File: src/rtl/xrom_pkg.sv
package xrom_pkg;
  localparam int unsigned XROM_CFG_OFS = 32'h30;
endpackage

File: src/rtl/xrom_bar_reg.sv
module xrom_bar_reg #(
  parameter int unsigned DW       = 32,
  parameter int unsigned CFG_AW   = 8,
  parameter int unsigned SZ_LOG2  = 16,
  parameter int unsigned OFS      = 32'h30
) (
  input  logic               clk_i,
  input  logic               rst_ni,
  input  logic               strap_i,
  input  logic               cfg_wr_i,
  input  logic [CFG_AW-1:0]  cfg_addr_i,
  input  logic [DW-1:0]      cfg_wdata_i,
  input  logic               cpu_clr_i,
  output logic [DW-1:0]      rdata_o,
  output logic               rom_en_o,
  output logic [DW-1:SZ_LOG2] base_o
);
  localparam int unsigned PAD_W = SZ_LOG2 - 1;

  logic [DW-1:SZ_LOG2] base_q;
  logic                en_q;
  logic                sel;
  logic                wr_ok;
  logic                unused_wbits;

  assign sel          = (cfg_addr_i == CFG_AW'(OFS));
  assign wr_ok        = cfg_wr_i & sel & strap_i;
  assign unused_wbits = ^cfg_wdata_i[SZ_LOG2-1:1];

  always_ff @(posedge clk_i or negedge rst_ni) begin
    if (!rst_ni) begin
      base_q <= '0;
      en_q   <= 1'b0;
    end else begin
      if (wr_ok) base_q <= cfg_wdata_i[DW-1:SZ_LOG2];
      // CPU clear has priority over a same-cycle config write
      if (cpu_clr_i)  en_q <= 1'b0;
      else if (wr_ok) en_q <= cfg_wdata_i[0];
    end
  end

  always_comb begin
    rdata_o = '0;
    if (sel && strap_i) rdata_o = {base_q, {PAD_W{1'b0}}, en_q};
  end

  assign rom_en_o = strap_i & en_q;
  assign base_o   = base_q;
endmodule

File: src/rtl/xrom_to_mask.sv
module xrom_to_mask #(
  parameter int unsigned TO_W   = 8,
  parameter int unsigned NUM_TO = 2
) (
  input  logic                           force_i,
  input  logic [NUM_TO-1:0][TO_W-1:0]    prog_i,
  output logic [NUM_TO-1:0][TO_W-1:0]    eff_o
);
  for (genvar g = 0; g < NUM_TO; g++) begin : g_to
    assign eff_o[g] = force_i ? {1'b1, prog_i[g][TO_W-2:0]} : prog_i[g];
  end
endmodule

File: src/rtl/xrom_cs_steer.sv
module xrom_cs_steer #(
  parameter int unsigned DW          = 32,
  parameter int unsigned SZ_LOG2     = 16,
  parameter int unsigned NUM_CS      = 4,
  parameter int unsigned BOOT_CS_IDX = 3
) (
  input  logic                rom_en_i,
  input  logic [DW-1:SZ_LOG2] base_i,
  input  logic                pci_req_i,
  input  logic [DW-1:0]       pci_addr_i,
  input  logic                pci_boot_win_i,
  input  logic [NUM_CS-1:0]   dec_cs_i,
  output logic [NUM_CS-1:0]   cs_o,
  output logic                rom_hit_o
);
  localparam logic [NUM_CS-1:0] BOOT_CS = NUM_CS'(1) << BOOT_CS_IDX;

  logic force_boot;
  logic unused_addr_lo;

  assign unused_addr_lo = ^pci_addr_i[SZ_LOG2-1:0];
  assign rom_hit_o  = rom_en_i & pci_req_i & (pci_addr_i[DW-1:SZ_LOG2] == base_i);
  assign force_boot = rom_en_i & pci_req_i & (rom_hit_o | pci_boot_win_i);

  always_comb begin
    if (force_boot)     cs_o = BOOT_CS;
    else if (pci_req_i) cs_o = dec_cs_i;
    else                cs_o = '0;
  end
endmodule

File: src/rtl/xrom_boot_override.sv
module xrom_boot_override #(
  parameter int unsigned DW          = 32,
  parameter int unsigned CFG_AW      = 8,
  parameter int unsigned ROM_SIZE_LOG2 = 16,
  parameter int unsigned TO_W        = 8,
  parameter int unsigned NUM_CS      = 4,
  parameter int unsigned BOOT_CS_IDX = 3,
  parameter int unsigned CFG_OFS     = xrom_pkg::XROM_CFG_OFS
) (
  input  logic              clk_i,
  input  logic              rst_ni,
  input  logic              strap_rom_en_i,
  input  logic              cfg_wr_i,
  input  logic [CFG_AW-1:0] cfg_addr_i,
  input  logic [DW-1:0]     cfg_wdata_i,
  output logic [DW-1:0]     cfg_rdata_o,
  input  logic              cpu_clr_i,
  input  logic [TO_W-1:0]   prog_timeout0_i,
  input  logic [TO_W-1:0]   prog_timeout1_i,
  output logic [TO_W-1:0]   eff_timeout0_o,
  output logic [TO_W-1:0]   eff_timeout1_o,
  input  logic              pci_req_i,
  input  logic [DW-1:0]     pci_addr_i,
  input  logic              pci_boot_win_i,
  input  logic [NUM_CS-1:0] dec_cs_i,
  output logic [NUM_CS-1:0] cs_o,
  output logic              rom_hit_o
);
  localparam int unsigned NUM_TO = 2;

  logic                      rom_en;
  logic [DW-1:ROM_SIZE_LOG2] rom_base;
  logic [NUM_TO-1:0][TO_W-1:0] to_prog;
  logic [NUM_TO-1:0][TO_W-1:0] to_eff;

  xrom_bar_reg #(
    .DW(DW), .CFG_AW(CFG_AW), .SZ_LOG2(ROM_SIZE_LOG2), .OFS(CFG_OFS)
  ) u_bar (
    .clk_i      (clk_i),
    .rst_ni     (rst_ni),
    .strap_i    (strap_rom_en_i),
    .cfg_wr_i   (cfg_wr_i),
    .cfg_addr_i (cfg_addr_i),
    .cfg_wdata_i(cfg_wdata_i),
    .cpu_clr_i  (cpu_clr_i),
    .rdata_o    (cfg_rdata_o),
    .rom_en_o   (rom_en),
    .base_o     (rom_base)
  );

  assign to_prog[0] = prog_timeout0_i;
  assign to_prog[1] = prog_timeout1_i;

  xrom_to_mask #(.TO_W(TO_W), .NUM_TO(NUM_TO)) u_to (
    .force_i(rom_en),
    .prog_i (to_prog),
    .eff_o  (to_eff)
  );

  assign eff_timeout0_o = to_eff[0];
  assign eff_timeout1_o = to_eff[1];

  xrom_cs_steer #(
    .DW(DW), .SZ_LOG2(ROM_SIZE_LOG2), .NUM_CS(NUM_CS), .BOOT_CS_IDX(BOOT_CS_IDX)
  ) u_cs (
    .rom_en_i      (rom_en),
    .base_i        (rom_base),
    .pci_req_i     (pci_req_i),
    .pci_addr_i    (pci_addr_i),
    .pci_boot_win_i(pci_boot_win_i),
    .dec_cs_i      (dec_cs_i),
    .cs_o          (cs_o),
    .rom_hit_o     (rom_hit_o)
  );
endmodule

File: config.mk
export PLATFORM = sky130hd
export DESIGN_NAME = xrom_boot_override
export DESIGN_NICKNAME = d
export VERILOG_FILES = /design/src/rtl/xrom_pkg.sv /design/src/rtl/xrom_bar_reg.sv /design/src/rtl/xrom_to_mask.sv /design/src/rtl/xrom_cs_steer.sv /design/src/rtl/xrom_boot_override.sv
export SDC_FILE = /design/constraint.sdc
export NUM_CORES = 1
export LEC_CHECK = 0
export BUFFER_PORTS_ARGS = -buffer_cell sky130_fd_sc_hd__buf_2
export CAP_MARGIN = 20
export CORE_MARGIN = 5
export CORE_UTILIZATION = 25
export CTS_BUF_LIST = sky130_fd_sc_hd__clkbuf_4
export CTS_CLUSTER_DIAMETER = 40
export DETAILED_ROUTE_END_ITERATION = 16
export MAX_ROUTING_LAYER = met4
export PLACE_DENSITY = 0.68
export SLEW_MARGIN = 20
export SYNTH_ARGS = -nofsm -noshare
export SYNTH_HDL_FRONTEND = slang
export SYNTH_SLANG_ARGS = --single-unit
File: constraint.sdc
create_clock -name clk_i -period 4 [get_ports clk_i]
set_input_delay 0.2 -clock clk_i [delete_from_list [all_inputs] [get_ports clk_i]]
set_output_delay 0.2 -clock clk_i [all_outputs]
set_load 0.1 [all_outputs]
==> metrics.md, run 1 <==
| Metric | Value |
|---|---|
| Area contributors post-synth | `dfrtp_1, buf_4, mux2_2` |
| 1st-iter DRT viols | `19` |
| Crit. End Element | `output port` |
| Crit path time final | `~2700 ps` |
| Largest net degree at the start of global routing | `19` |
| Worst Path Arrival | `2470 ps` |
| Post-route design area | `about 1700 µm²` |
| Comb pwr share | `a little under two fifths` |
| Register share of total power | `between 40% and 50%` |
| CTS Buf Count | `3` |
| Largest stage delay on the critical path | `550 ps` |
| Diodes inserted | `0` |
| Yosys top cell area share | `roughly 31%` |
| CP Data Required Time | `3800 ps` |
| Cell taking the most area after synthesis | `dfrtp_1` |
| All-layer global routing usage | `around a tenth` |
| Post-synth ARST share | `100%` |
| H-Tree Depth | `1` |
| Initial antenna violation count | `0` |
| Worst slew pin tran | `599 ps` |
| Worst-Skew Late Latency | `roughly 290 ps` |
| Die W | `84.1 µm` |
| Clock Power Share | `between 20% and 30%` |
| Crit path kind | `flop to output port` |
| CTS tree | `built` |
| Area of the multi-input gates | `~760 µm²` |
| Area added between synthesis and finish | `24.2%` |
| Port Buffers | `77` |
| Clk sink count | `17` |
| Period utilisation layout | `66.6%` |
| Ys flop type | `dfrtp_1` |
| Synthesized flop and latch total | `17` |
| Reg clk slew, reported paths | `110 ps` |
| Setup tns final | `0 ps` |
| Worst reg2reg path depth | `1` |
| Outcome | `complete, no violations` |
| DR WL/cell | `13.4 µm` |
| EDFF count, synth | `0` |
| YS warnings | `0` |
| Fill count | `about 600` |
| Remaining DRCs | `0` |
| Total stage count of the critical path | `5` |
| DR vias | `1187` |
| Antenna-violating nets left | `0` |
| Total grt overflow | `0` |
| Max_cap viols | `0` |
| First-pass GRT wire length | `about 5800 µm` |
| Routed WL | `3700 µm` |
| Power per cell area | `about 260 nW/µm²` |
| Hold-critical path depth | `2` |
| Most common cell after layout, fill and taps aside | `buf_2` |
| Core area | `around 5400 µm²` |
| Count of final max-slew check failures | `0` |
| DP Wirelength | `3100 µm` |
| Sw Pwr | `0.185 mW` |
| Critical-path cell list | `xor2_1 > or4_4 > nor4b_4 > a221o_1 > buf_2` |
| Starting density of the core | `~25%` |
| CP bufs+invs | `1` |
| Cells after Synth | `142` |
| Final Hold Fails | `0` |
| Register area | `about 430 µm²` |
| Commonest non-fill, non-tap cells in the layout | `buf_2, and2_1, dfrtp_1, mux2_2, conb_1` |
| Die H | `84.1 µm` |
| Cell family with most CP delay | `simple AND/OR/NAND/NOR gates` |
| Hold crit path type | `input pin to flop` |
| Max clock buf depth | `2` |
| Rows | `27` |
| Synth cell types | `30` |
| Clock skew | `0 ps` |
| Routability Congestion | `0.747` |
| Syn Std Cell Area | `roughly 1400 µm²` |
| Leak | `0.958 nW` |
| Final setup fails | `0` |
| Layout net count | `roughly 310` |
| Placed Area | `1670 µm²` |
| I/O Pins | `between 150 and 200` |
| Slowest-stage cell, CP | `or4_4` |
| Mean Syn Cell Area | `9.67 µm²` |
| Number of global-route vias before repair | `1195` |
| Max Clock Freq | `roughly 0.38 GHz` |
| Share of cells above drive strength 1 | `49.8%` |
| Pre-antenna DRT Iters | `4` |
| Worst-path fanout max | `4` |
| RSZ-0062 raised after global routing | `false` |
| Net Sw Frac | `a little over two fifths` |
| Internal | `~0.25 mW` |
| Seq/Total Area, Yosys | `31.0%` |
| Vias per cell | `between 4 and 5` |
| Startpoint types | `flop` |
| CTS root buf | `clkbuf_4` |
| Slew headroom | `60.0%` |
| Die area | `7070 µm²` |
| Maximum VDD drop | `119 µV` |
registers in the layout (all words and copies together) (netlist names):
name	count
u_bar.base_o	16
u_bar.en_q	1
power by group through the flow:
stage               Combinational [mW]  Clock [mW]  Sequential, mW
global placement                 0.159           0           0.183
detailed placement               0.160           0           0.183
floorplan                        0.198           0           0.182
CTS                              0.161       0.101           0.180
global route                     0.169       0.109           0.181
finish                           0.160      0.0953           0.180
cell usage after synthesis (2+ instances only):
cell type	instances
and2_1	17
and3_1	2
buf_4	29
clkbuf_1	3
dfrtp_1	17
mux2_2	16
nand2_1	3
nand2b_1	2
nand3_1	9
nand4_1	2
nor2_1	2
nor2b_1	2
nor3_1	2
nor4_1	2
o211ai_1	3
o21bai_1	3
xnor2_1	6
xor2_1	10
cell families after synthesis:
logic type	count (synthesis)	share of synthesized area, %
mux	16	13.1
simple gates	50	23.7
other cells	1	0.273
xor+xnor	16	10.2
compound gates	8	4.38
buf+inv	34	17.3
flops	17	31.0
repair_timing:
| action | CTS | global route |
|---|---|---|
| hold buffers | 1 | 0 |
| endpoints found under the hold margin | 17 | 0 |
| setup buffers | 0 | 0 |
| resized for setup | 0 | 0 |
final cells by class:
class	count	share of cell area (%)
clock buffers	3	1.32
clock inverters	1	0.294
inverters	1	0.220
multi-input cells	105	44.7
flip-flops and latches	17	25.0
well taps	72	5.29
repair buffers	78	23.2
through the flow:
step                power (mW)  cells  worst slack, ps  hold slack [ps]  util [%]
floorplan                0.380    156              807            -95.6         -
global route             0.458    277             1260             28.3      31.5
CTS                      0.442    277             1320             27.5      31.5
finish                   0.435    277             1330             40.0      31.5
global placement         0.342    272             1670              153      30.8
detailed placement       0.343    272             1660              150      30.8
path summary, 6_finish.rpt:
kind,from,to,slack (ps)
setup / recovery,u_bar.base_o[25]$_DFFE_PN0P_,cs_o[3],1330
hold / removal,cpu_clr_i,u_bar.en_q$_DFFE_PN0P_,40
setup reg to reg,u_bar.base_o[17]$_DFFE_PN0P_,u_bar.base_o[17]$_DFFE_PN0P_,3210
hold reg to reg,u_bar.base_o[20]$_DFFE_PN0P_,u_bar.base_o[20]$_DFFE_PN0P_,560
max in group asynchronous,rst_ni,u_bar.base_o[21]$_DFFE_PN0P_,3360
min in group asynchronous,rst_ni,u_bar.base_o[22]$_DFFE_PN0P_,360
per-layer routing:
metal | routed length, µm | share of wire [%] | global-route usage, %
met1 | 1450 | 39 | 11.3
met2 | 1820 | 49 | 18.3
met3 | 346 | 9.4 | 2.37
met4 | 85 | 2.3 | 2.92
met5 | 0 | 0 | -
(Power assumes the default switching activity.)
==> run 2: changes to the inputs <==
- clock period: 4 -> 2.6 ns (I/O delays scaled with it)
==> run 2 against run 1 <==
Wire length shrank 3.8%; register-to-register slack lost 1400 ps; sequential power grew 53%; clock power grew 61%; critical path depth is the same; clock skew is the same; final cell count grew 0.36%; sequential cell count is the same; non-clock buffer count grew 1.
==> metrics.md, run 2 (same netlist as run 1, synthesis figures left out) <==
| Metric | Value |
|---|---|
| Routed wl met3 | `339 µm` |
| Clock Power Share | `22.6%` |
| Most common cell after layout, fill and taps aside | `buf_2` |
| I/O Pins | `about 150` |
| Core area | `5410 µm²` |
| Crit path kind | `flop to output port` |
| Sw Pwr | `0.277 mW` |
| First-pass GRT wire length | `approximately 5900 µm` |
| Area added between synthesis and finish | `25.6%` |
| All-layer global routing usage | `a little over a tenth` |
| Die W | `84.1 µm` |
| Met2 WL | `roughly 1800 µm` |
| DR vias | `~1200` |
| 1st-iter DRT viols | `21` |
| Register share of total power | `between 40 and 50%` |
| H-Tree Depth | `1` |
| Slew headroom | `60.3%` |
| Leak | `0.963 nW` |
| DP Wirelength | `3000 µm` |
| Worst-Skew Late Latency | `290 ps` |
| Final Hold Fails | `0` |
| Startpoint types | `flop` |
| Routed WL | `3560 µm` |
| Die H | `84.1 µm` |
| Worst slew pin tran | `between 500 and 600 ps` |
| Starting density of the core | `25.4%` |
| Worst Path Arrival | `2300 ps` |
| Total grt overflow | `0` |
| Net Sw Frac | `40.9%` |
| Port Buffers | `77` |
| Layout net count | `306` |
| Commonest non-fill, non-tap cells in the layout | `buf_2, and2_1, dfrtp_1, mux2_2, conb_1` |
| Pre-antenna DRT Iters | `4` |
| Die area | `slightly above 7000 µm²` |
| Internal | `0.400 mW` |
| Antenna-violating nets left | `0` |
| Comb pwr share | `36.5%` |
| Outcome | `complete, no violations` |
| Max_cap viols | `0` |
| Total power | `0.677 mW` |
| Period utilisation layout | `between 90% and 100%` |
| Crit path time final | `2430 ps` |
| Setup tns final | `0 ps` |
| DP Cell Count | `between 200 and 300` |
| Post-route design area | `1720 µm²` |
| Remaining DRCs | `0` |
| CTS tree | `built` |
| Max clock buf depth | `2` |
| Max reg flops | `16` |
| Final std cells w/o fill | `approximately 280` |
| Max Clock Freq | `around 0.41 GHz` |
| Hold crit path type | `input pin to flop` |
| Number of global-route vias before repair | `~1300` |
| Count of final max-slew check failures | `0` |
| DR top layer | `met4` |
| Metal-1 WL | `1380 µm` |
| Crit. End Element | `output port` |
| Maximum VDD drop | `202 µV` |
| DR WL/cell | `12.8 µm` |
| Share of cells above drive strength 1 | `between 50% and 60%` |
| Routability Congestion | `about 0.77` |
| RSZ-0062 raised after global routing | `false` |
| CTS root buf | `clkbuf_4` |
| Placed Area | `between 1500 and 2000 µm²` |
| Clock skew | `0 ps` |
| Power per cell area | `a little under 400 nW/µm²` |
| Clk sink count | `17` |
| Final setup fails | `0` |
| Rows | `27` |
| Worst-path fanout max | `4` |
| Vias per cell | `approximately 4.2` |
| CP Data Required Time | `2470 ps` |
| Largest net degree at the start of global routing | `19` |
| CTS Buf Count | `3` |
| Initial antenna violation count | `0` |
| # Post-CTS Setup Buffers | `0` |
| Diodes inserted | `0` |
| Final core occ | `31.9%` |
| Reg clk slew, reported paths | `100 ps` |
run 2: worst paths after layout:
kind	start	endpoint	cells after the start	slack, ps
min in group asynchronous	rst_ni	u_bar.base_o[23]$_DFFE_PN0P_	2	290
max in group asynchronous	rst_ni	u_bar.base_o[27]$_DFFE_PN0P_	2	2040
hold reg to reg	u_bar.base_o[27]$_DFFE_PN0P_	u_bar.base_o[27]$_DFFE_PN0P_	1	550
hold / removal	cfg_wdata_i[20]	u_bar.base_o[20]$_DFFE_PN0P_	2	60
setup reg to reg	u_bar.base_o[16]$_DFFE_PN0P_	u_bar.base_o[16]$_DFFE_PN0P_	1	1810
setup / recovery	u_bar.base_o[25]$_DFFE_PN0P_	cs_o[3]	5	170
run 2: routing by layer:
| layer | global-route usage (%) | vias up |
|---|---|---|
| li1 | - | 571 |
| met1 | 11.4 | 528 |
| met2 | 18.5 | 64 |
| met3 | 3.16 | 6 |
| met4 | 2.34 | 0 |
| met5 | - | - |
run 2: timing repair:
item	in CTS	in global routing
setup endpoints to repair	1	0
gates resized for setup	1	0
hold buffers	2	0
hold endpoints to repair	18	0
run 2: layout make-up:
cell class / count / area, µm²
Sequential cell: 17 / 425
Timing Repair Buffer: 79 / 408
Multi-Input combinational cell: 105 / 767
Tap cell: 72 / 90.1
Fill cell: 599 / 3680
Clock buffer: 4 / 30.0
Inverter: 1 / 3.75
run 2: power groups by stage:
stage / clock [mW] / combinational, mW / sequential [mW]
6_report: 0.153 / 0.247 / 0.276
5_1_grt: 0.179 / 0.263 / 0.278
4_1_cts: 0.164 / 0.249 / 0.277
3_5_place_dp: 0 / 0.246 / 0.282
3_3_place_gp: 0 / 0.244 / 0.281
2_1_floorplan: 0 / 0.305 / 0.280
run 2: critical path, cell delays in order (launching register included):
cell and delay (ps):
dfrtp_1 410, xor2_1 180, or4_4 550, nor4b_4 380, a221o_1 210, buf_4 280
run 2: stage by stage:
step	setup WS, ps	hold WS [ps]
CTS	109	48.1
global route	14.3	35.4
floorplan	223	-166
detailed placement	313	83.2
global placement	342	82.8
finish	167	63.0
